`src/rtl/wdec_pkg.sv`:
```
package wdec_pkg;
  localparam int BUS_W   = 32;
  localparam int LANES   = BUS_W / 8;

  typedef enum logic [1:0] {
    RGN_NONE   = 2'd0,
    RGN_LOCAL  = 2'd1,
    RGN_SHARED = 2'd2
  } region_e;
endpackage

```
`src/rtl/wdec_addr_decode.sv`:
```
module wdec_addr_decode
  import wdec_pkg::*;
#(
  parameter int ADDR_W     = 13,
  parameter int WIN_W      = 10,
  parameter int LOCAL_SPAN = 128,
  parameter int SHARED_OFS = 128,
  localparam int CH_W      = ADDR_W - WIN_W,
  localparam int WORD_W    = $clog2(LOCAL_SPAN) - 2
) (
  input  logic [ADDR_W-1:0] addr,
  output region_e           region,
  output logic [CH_W-1:0]   ch,
  output logic [WORD_W-1:0] word
);
  localparam logic [WIN_W-3:0] SHARED_WORD = (WIN_W-2)'(SHARED_OFS / 4);

  logic [WIN_W-1:0] ofs;
  logic [1:0]       unused_lsb;

  assign ofs        = addr[WIN_W-1:0];
  assign ch         = addr[ADDR_W-1:WIN_W];
  assign word       = ofs[WORD_W+1:2];
  assign unused_lsb = addr[1:0];

  always_comb begin
    if (ofs < WIN_W'(LOCAL_SPAN))             region = RGN_LOCAL;
    else if (ofs[WIN_W-1:2] == SHARED_WORD)   region = RGN_SHARED;
    else                                      region = RGN_NONE;
  end
endmodule

```
`src/rtl/wdec_shared_regs.sv`:
```
module wdec_shared_regs
  import wdec_pkg::*;
#(
  parameter int NUM_CH = 8,
  localparam int CH_W  = $clog2(NUM_CH)
) (
  input  logic              clk,
  input  logic              rst_n,
  input  logic              wr_en,
  input  logic [CH_W-1:0]   wr_ch,
  input  logic [BUS_W-1:0]  wdata,
  input  logic [LANES-1:0]  be,
  output logic [NUM_CH-1:0] x8_q,
  output logic [NUM_CH-1:0] x4_q,
  output logic [NUM_CH-1:0] sleep_q,
  output logic [NUM_CH-1:0] pulse_q
);
  for (genvar i = 0; i < NUM_CH; i++) begin : g_bit
    logic owner;
    assign owner = wr_en && (wr_ch == CH_W'(i));

    always_ff @(posedge clk) begin
      if (!rst_n) begin
        x8_q[i]    <= 1'b0;
        x4_q[i]    <= 1'b0;
        sleep_q[i] <= 1'b0;
        pulse_q[i] <= 1'b0;
      end else begin
        if (owner && be[0]) x8_q[i]    <= wdata[i];
        if (owner && be[1]) x4_q[i]    <= wdata[8+i];
        if (owner && be[3]) sleep_q[i] <= wdata[24+i];
        pulse_q[i] <= owner && be[2] && wdata[16+i];
      end
    end
  end
endmodule

```
`src/rtl/wdec_rsp_stage.sv`:
```
module wdec_rsp_stage
  import wdec_pkg::*;
(
  input  logic             clk,
  input  logic             rst_n,
  input  logic             rd_take,
  input  logic [BUS_W-1:0] rd_data,
  input  logic             out_ready,
  output logic             out_valid,
  output logic [BUS_W-1:0] out_data,
  output logic             in_ready
);
  assign in_ready = !out_valid || out_ready;

  always_ff @(posedge clk) begin
    if (!rst_n) begin
      out_valid <= 1'b0;
      out_data  <= '0;
    end else if (rd_take) begin
      out_valid <= 1'b1;
      out_data  <= rd_data;
    end else if (out_ready) begin
      out_valid <= 1'b0;
    end
  end
endmodule

```
`src/rtl/wdec_top.sv`:
```
module wdec_top
  import wdec_pkg::*;
#(
  parameter int NUM_CH     = 8,
  parameter int WIN_W      = 10,
  parameter int LOCAL_SPAN = 128,
  parameter int SHARED_OFS = 128,
  localparam int CH_W      = $clog2(NUM_CH),
  localparam int ADDR_W    = WIN_W + CH_W,
  localparam int WORD_W    = $clog2(LOCAL_SPAN) - 2
) (
  input  logic                    clk,
  input  logic                    rst_n,
  input  logic                    req_valid,
  output logic                    req_ready,
  input  logic                    req_write,
  input  logic [ADDR_W-1:0]       req_addr,
  input  logic [BUS_W-1:0]        req_wdata,
  input  logic [LANES-1:0]        req_be,
  output logic                    rsp_valid,
  input  logic                    rsp_ready,
  output logic [BUS_W-1:0]        rsp_rdata,
  output logic [NUM_CH-1:0]       ch_sel,
  output logic                    ch_wr,
  output logic                    ch_rd,
  output logic [WORD_W-1:0]       ch_word,
  output logic [LANES-1:0]        ch_be,
  output logic [BUS_W-1:0]        ch_wdata,
  input  logic [NUM_CH*BUS_W-1:0] ch_rdata,
  output logic [NUM_CH-1:0]       sample_x8,
  output logic [NUM_CH-1:0]       sample_x4,
  output logic [NUM_CH-1:0]       sleep_en,
  output logic [NUM_CH-1:0]       rst_pulse
);
  region_e          region;
  logic [CH_W-1:0]  ch;
  logic             take;
  logic             local_hit;
  logic             shared_wr;
  logic [BUS_W-1:0] rd_mux;
  logic [BUS_W-1:0] shared_word;

  wdec_addr_decode #(
    .ADDR_W(ADDR_W), .WIN_W(WIN_W),
    .LOCAL_SPAN(LOCAL_SPAN), .SHARED_OFS(SHARED_OFS)
  ) u_dec (
    .addr(req_addr), .region(region), .ch(ch), .word(ch_word)
  );

  assign take      = req_valid && req_ready;
  assign local_hit = take && (region == RGN_LOCAL);
  assign shared_wr = take && req_write && (region == RGN_SHARED);

  for (genvar i = 0; i < NUM_CH; i++) begin : g_sel
    assign ch_sel[i] = local_hit && (ch == CH_W'(i));
  end

  assign ch_wr    = local_hit && req_write;
  assign ch_rd    = local_hit && !req_write;
  assign ch_be    = req_be;
  assign ch_wdata = req_wdata;

  wdec_shared_regs #(.NUM_CH(NUM_CH)) u_regs (
    .clk(clk), .rst_n(rst_n),
    .wr_en(shared_wr), .wr_ch(ch), .wdata(req_wdata), .be(req_be),
    .x8_q(sample_x8), .x4_q(sample_x4), .sleep_q(sleep_en), .pulse_q(rst_pulse)
  );

  assign shared_word = {8'(sleep_en), 8'(rst_pulse), 8'(sample_x4), 8'(sample_x8)};

  always_comb begin
    case (region)
      RGN_LOCAL:  rd_mux = ch_rdata[ch*BUS_W +: BUS_W];
      RGN_SHARED: rd_mux = shared_word;
      default:    rd_mux = '0;
    endcase
  end

  wdec_rsp_stage u_rsp (
    .clk(clk), .rst_n(rst_n),
    .rd_take(take && !req_write), .rd_data(rd_mux),
    .out_ready(rsp_ready), .out_valid(rsp_valid), .out_data(rsp_rdata),
    .in_ready(req_ready)
  );
endmodule

```
`config.mk`:
```
export PLATFORM = sky130hd
export DESIGN_NAME = wdec_top
export DESIGN_NICKNAME = d
export VERILOG_FILES = /design/src/rtl/wdec_pkg.sv /design/src/rtl/wdec_addr_decode.sv /design/src/rtl/wdec_shared_regs.sv /design/src/rtl/wdec_rsp_stage.sv /design/src/rtl/wdec_top.sv
export SDC_FILE = /design/constraint.sdc
export NUM_CORES = 1
export LEC_CHECK = 0
export BUFFER_PORTS_ARGS = -buffer_cell sky130_fd_sc_hd__buf_2
export CAP_MARGIN = 20
export CORE_AREA = 2 2 168 170
export DETAILED_ROUTE_END_ITERATION = 7
export DIE_AREA = 0 0 170 172
export MAX_ROUTING_LAYER = met4
export PLACE_DENSITY_LB_ADDON = 0.08
export SLEW_MARGIN = 5
export SYNTH_ARGS = -nofsm -noshare
export SYNTH_HDL_FRONTEND = slang
export SYNTH_SLANG_ARGS = --single-unit
```
`constraint.sdc`:
```
create_clock -name clk -period 3 [get_ports clk]
set_clock_uncertainty 0.2 [all_clocks]
set_input_delay 0 -clock clk [delete_from_list [all_inputs] [get_ports clk]]
set_output_delay 0 -clock clk [all_outputs]
set_load 0.01 [all_outputs]
```
==> results.sh <==
export IMPL_outcome="completed"
export IMPL_yosys_area_top_type="mux4_2"
export IMPL_setup_violations=0
export IMPL_combPwrFrac_pct=28.5
export IMPL_synthTopCellsByArea="mux4_2 (28%), dfxtp_1 (26%), buf_4 (6.5%), a21oi_1 (6.4%), nor4_2 (5.7%)"
export IMPL_critPathLaunchType="input pin"
export IMPL_switchingPower_uw=765
export IMPL_path_max_fanout=43
export IMPL_area_delta_synth_final_pct=64.8
export IMPL_ir_drop_v=0.000226
export IMPL_cp_arrival_ns=2.58
export IMPL_antenna_cells=0
export IMPL_drive_gt1_share_pct=57.6
export IMPL_wl_met3_um=1080
export IMPL_power_density_nw_per_um2=327
export IMPL_ys_warn_count=0
export IMPL_placedCellCount=1186
export IMPL_grt_max_degree=81
export IMPL_grtUsageTotal_pct=17.4
export IMPL_maxUsedRoutingLayer="met4"
export IMPL_cpMostUsedCell="dlygate4sd3_1"
export IMPL_post_synth_cell_area_avg_um2=10.3
export IMPL_start_util_pct=18.5
export IMPL_swShare_pct=27.9
export IMPL_cts_buffers=9
export IMPL_period_share_pct=85.5
export IMPL_cts_sinks=65
export IMPL_finalCriticalPeriod_ns=2.57
export IMPL_gr_total_overflow=0
export IMPL_hold_violations=0
export IMPL_clockRootBuffer="clkbuf_16"
export IMPL_ant_nets=0
export IMPL_crit_family="buffers and inverters"
export IMPL_instances_no_fill=1293
export IMPL_hold_class="in -> reg"
export IMPL_routedWlPerCell_um=20.0
export IMPL_worst_ep_required_time_ns=3.02
export IMPL_grt_antenna_before_repair=0
export IMPL_end_kind="flip-flop"
export IMPL_rsz0062_at_grt="false"
export IMPL_synthDistinctLibCells=33
export IMPL_p_seq_share_pct=33.0
export IMPL_grt_pass1_vias=5964
export IMPL_num_io_pins=427
export IMPL_fp_row_count=61
export IMPL_wl_met2_um=12700
export IMPL_finalNetCount=1252
export IMPL_report_final_slew_viol_count=0
export IMPL_synth_seq_cells=65
export IMPL_synthCells=495
export IMPL_fmax_mhz=390
export IMPL_slew_headroom_pct=43.0
export IMPL_die_h_um=172
export IMPL_p_leak_nw=3.79
export IMPL_worstMarginPinSlew_ns=0.855
export IMPL_tns_ns=0
export IMPL_dr_pass1_iters=7
export IMPL_synth_common_cells="a21oi_1 (65), dfxtp_1 (65), mux4_2 (64)"
export IMPL_fp_dieW_um=170
export IMPL_routed_via_density=4.46
export IMPL_grt_pass1_wl_um=36800
export IMPL_synth_ff_type="dfxtp_1"
export IMPL_syn_num_nets=805
export IMPL_cts_buffer_depth=2
export IMPL_num_vias=5766
export IMPL_cts_tree="yes"
export IMPL_syn_area_um2=5090
export IMPL_dp_slack_ns=0.588
export IMPL_wl_um=25900
export IMPL_synthArstFlopShare_pct=0
export IMPL_crit_chain="buf_4 > mux4_2 > dlygate4sd3_1 > a22oi_1 > dlygate4sd3_1 > a21oi_1"
export IMPL_coreArea_um2=27500
export IMPL_worstSetupPathType="in -> reg"
export IMPL_htree_levels=3
export IMPL_drtIter0Drc=325
export IMPL_synth_top_area_share_pct=28.3
export IMPL_post_route_util_pct=30.5
export IMPL_setup_ws_ns=0.434
export IMPL_crit_slowest_cell="buf_4"
export IMPL_synth_edf_count=0
export IMPL_hpwl_um=20300
export IMPL_dieArea_um2=29200
export IMPL_port_buffers=424
export IMPL_post_cts_buffers=0
export IMPL_wl_met1_um=11800
export IMPL_cp_buffers_inverters=3
export IMPL_max_stage_delay_ns=0.62
export IMPL_p_int_mw=1.97
export IMPL_synth_seq_area_share_pct=25.6
export IMPL_drc=0
export IMPL_drv_cap=0
export IMPL_cts_reportedPaths_clkPinSlew_ns=0.05
export IMPL_routabilityCongestion=0.768
export IMPL_clkPwrFrac_pct=38.4
export IMPL_clk_latency_ns=0.34
export IMPL_p_total_mw=2.74
worst min-delay path: stages:
cell,delay (ns)
buf_2,0.13
nand2b_1,0.08
nor4_2,0.07
and4_1,0.20
placed cells by master, fill, tap and decap left out, types with 4 or more instances in the layout:
master and instances:
buf_2 422, dlygate4sd3_1 91, a21oi_1 65, dfxtp_1 65
mux4_2 64, nand2_1 52, a22oi_1 32, o21ai_0 32
mux2i_1 24, nor4_2 22, buf_4 15, nor2_1 9
clkbuf_16 9, nand2b_1 7, and3_1 6, nor4_1 4
routing by layer:
layer / vias up / global-route usage, %
li1: 2759 / -
met4: 0 / 3.68
met2: 232 / 29.0
met3: 19 / 2.52
met5: - / -
met1: 2756 / 22.7
area by class of cell:
cell class              count  area (um^2)
repair buffers            528         3140
well taps                 346          433
flip-flops and latches     65         1300
clock inverters             5         56.3
clock buffers              11          233
multi-input cells         337         3220
fillers                  2991        19100
inverters                   1         3.75
timing repair:
action                                  CTS  global route
hold buffers                             91             0
endpoints found under the hold margin    50             0
endpoints found under the setup margin    0             0
gates resized for setup                   0             0
cell families (layout without fill, tap and decap cells):
group                  count (synthesis)  count (layout)  synth area share (%)
DFF                                   65              65                  25.6
AOI/OAI and AO/OA                    129             129                  14.3
muxes                                 88              88                  33.1
buffers and inverters                 93             545                  11.3
and+or+nand+nor                      120             120                  15.8
power groups by stage:
stage | registers [mW] | logic, mW | clock network, mW
2_1_floorplan | 0.935 | 0.373 | 0
3_3_place_gp | 0.923 | 0.699 | 0
3_5_place_dp | 0.923 | 0.701 | 0
4_1_cts | 0.904 | 0.793 | 1.10
5_1_grt | 0.907 | 0.852 | 1.14
6_report | 0.904 | 0.782 | 1.05
worst paths after layout:
kind	from	endpoint	slack (ns)	cells after the start
worst max register to register	u_rsp.out_valid	u_regs.x4_q[4]	0.62	6
worst min register to register	u_regs.x4_q[6]	u_regs.x4_q[6]	0.29	2
worst max-delay path	req_addr[10]	u_rsp.out_data[24]	0.43	6
worst min-delay path	req_be[2]	u_regs.pulse_q[3]	0.007	4
state kept, by name (all words and copies together) (netlist names):
name and count:
u_rsp.out_data 32, u_regs.pulse_q 8, u_regs.sleep_q 8, u_regs.x4_q 8, u_regs.x8_q 8, u_rsp.out_valid 1
metrics by stage:
stage / area, um^2 / hold WS, ns
global route: 8380 / 0.00544
CTS: 8380 / 0.000449
finish: 8380 / 0.00685
floorplan: 5090 / -0.108
global placement: 7180 / -0.0000967
detailed placement: 7180 / 0.00250
Note: power is estimated with default switching activity, not from simulation.
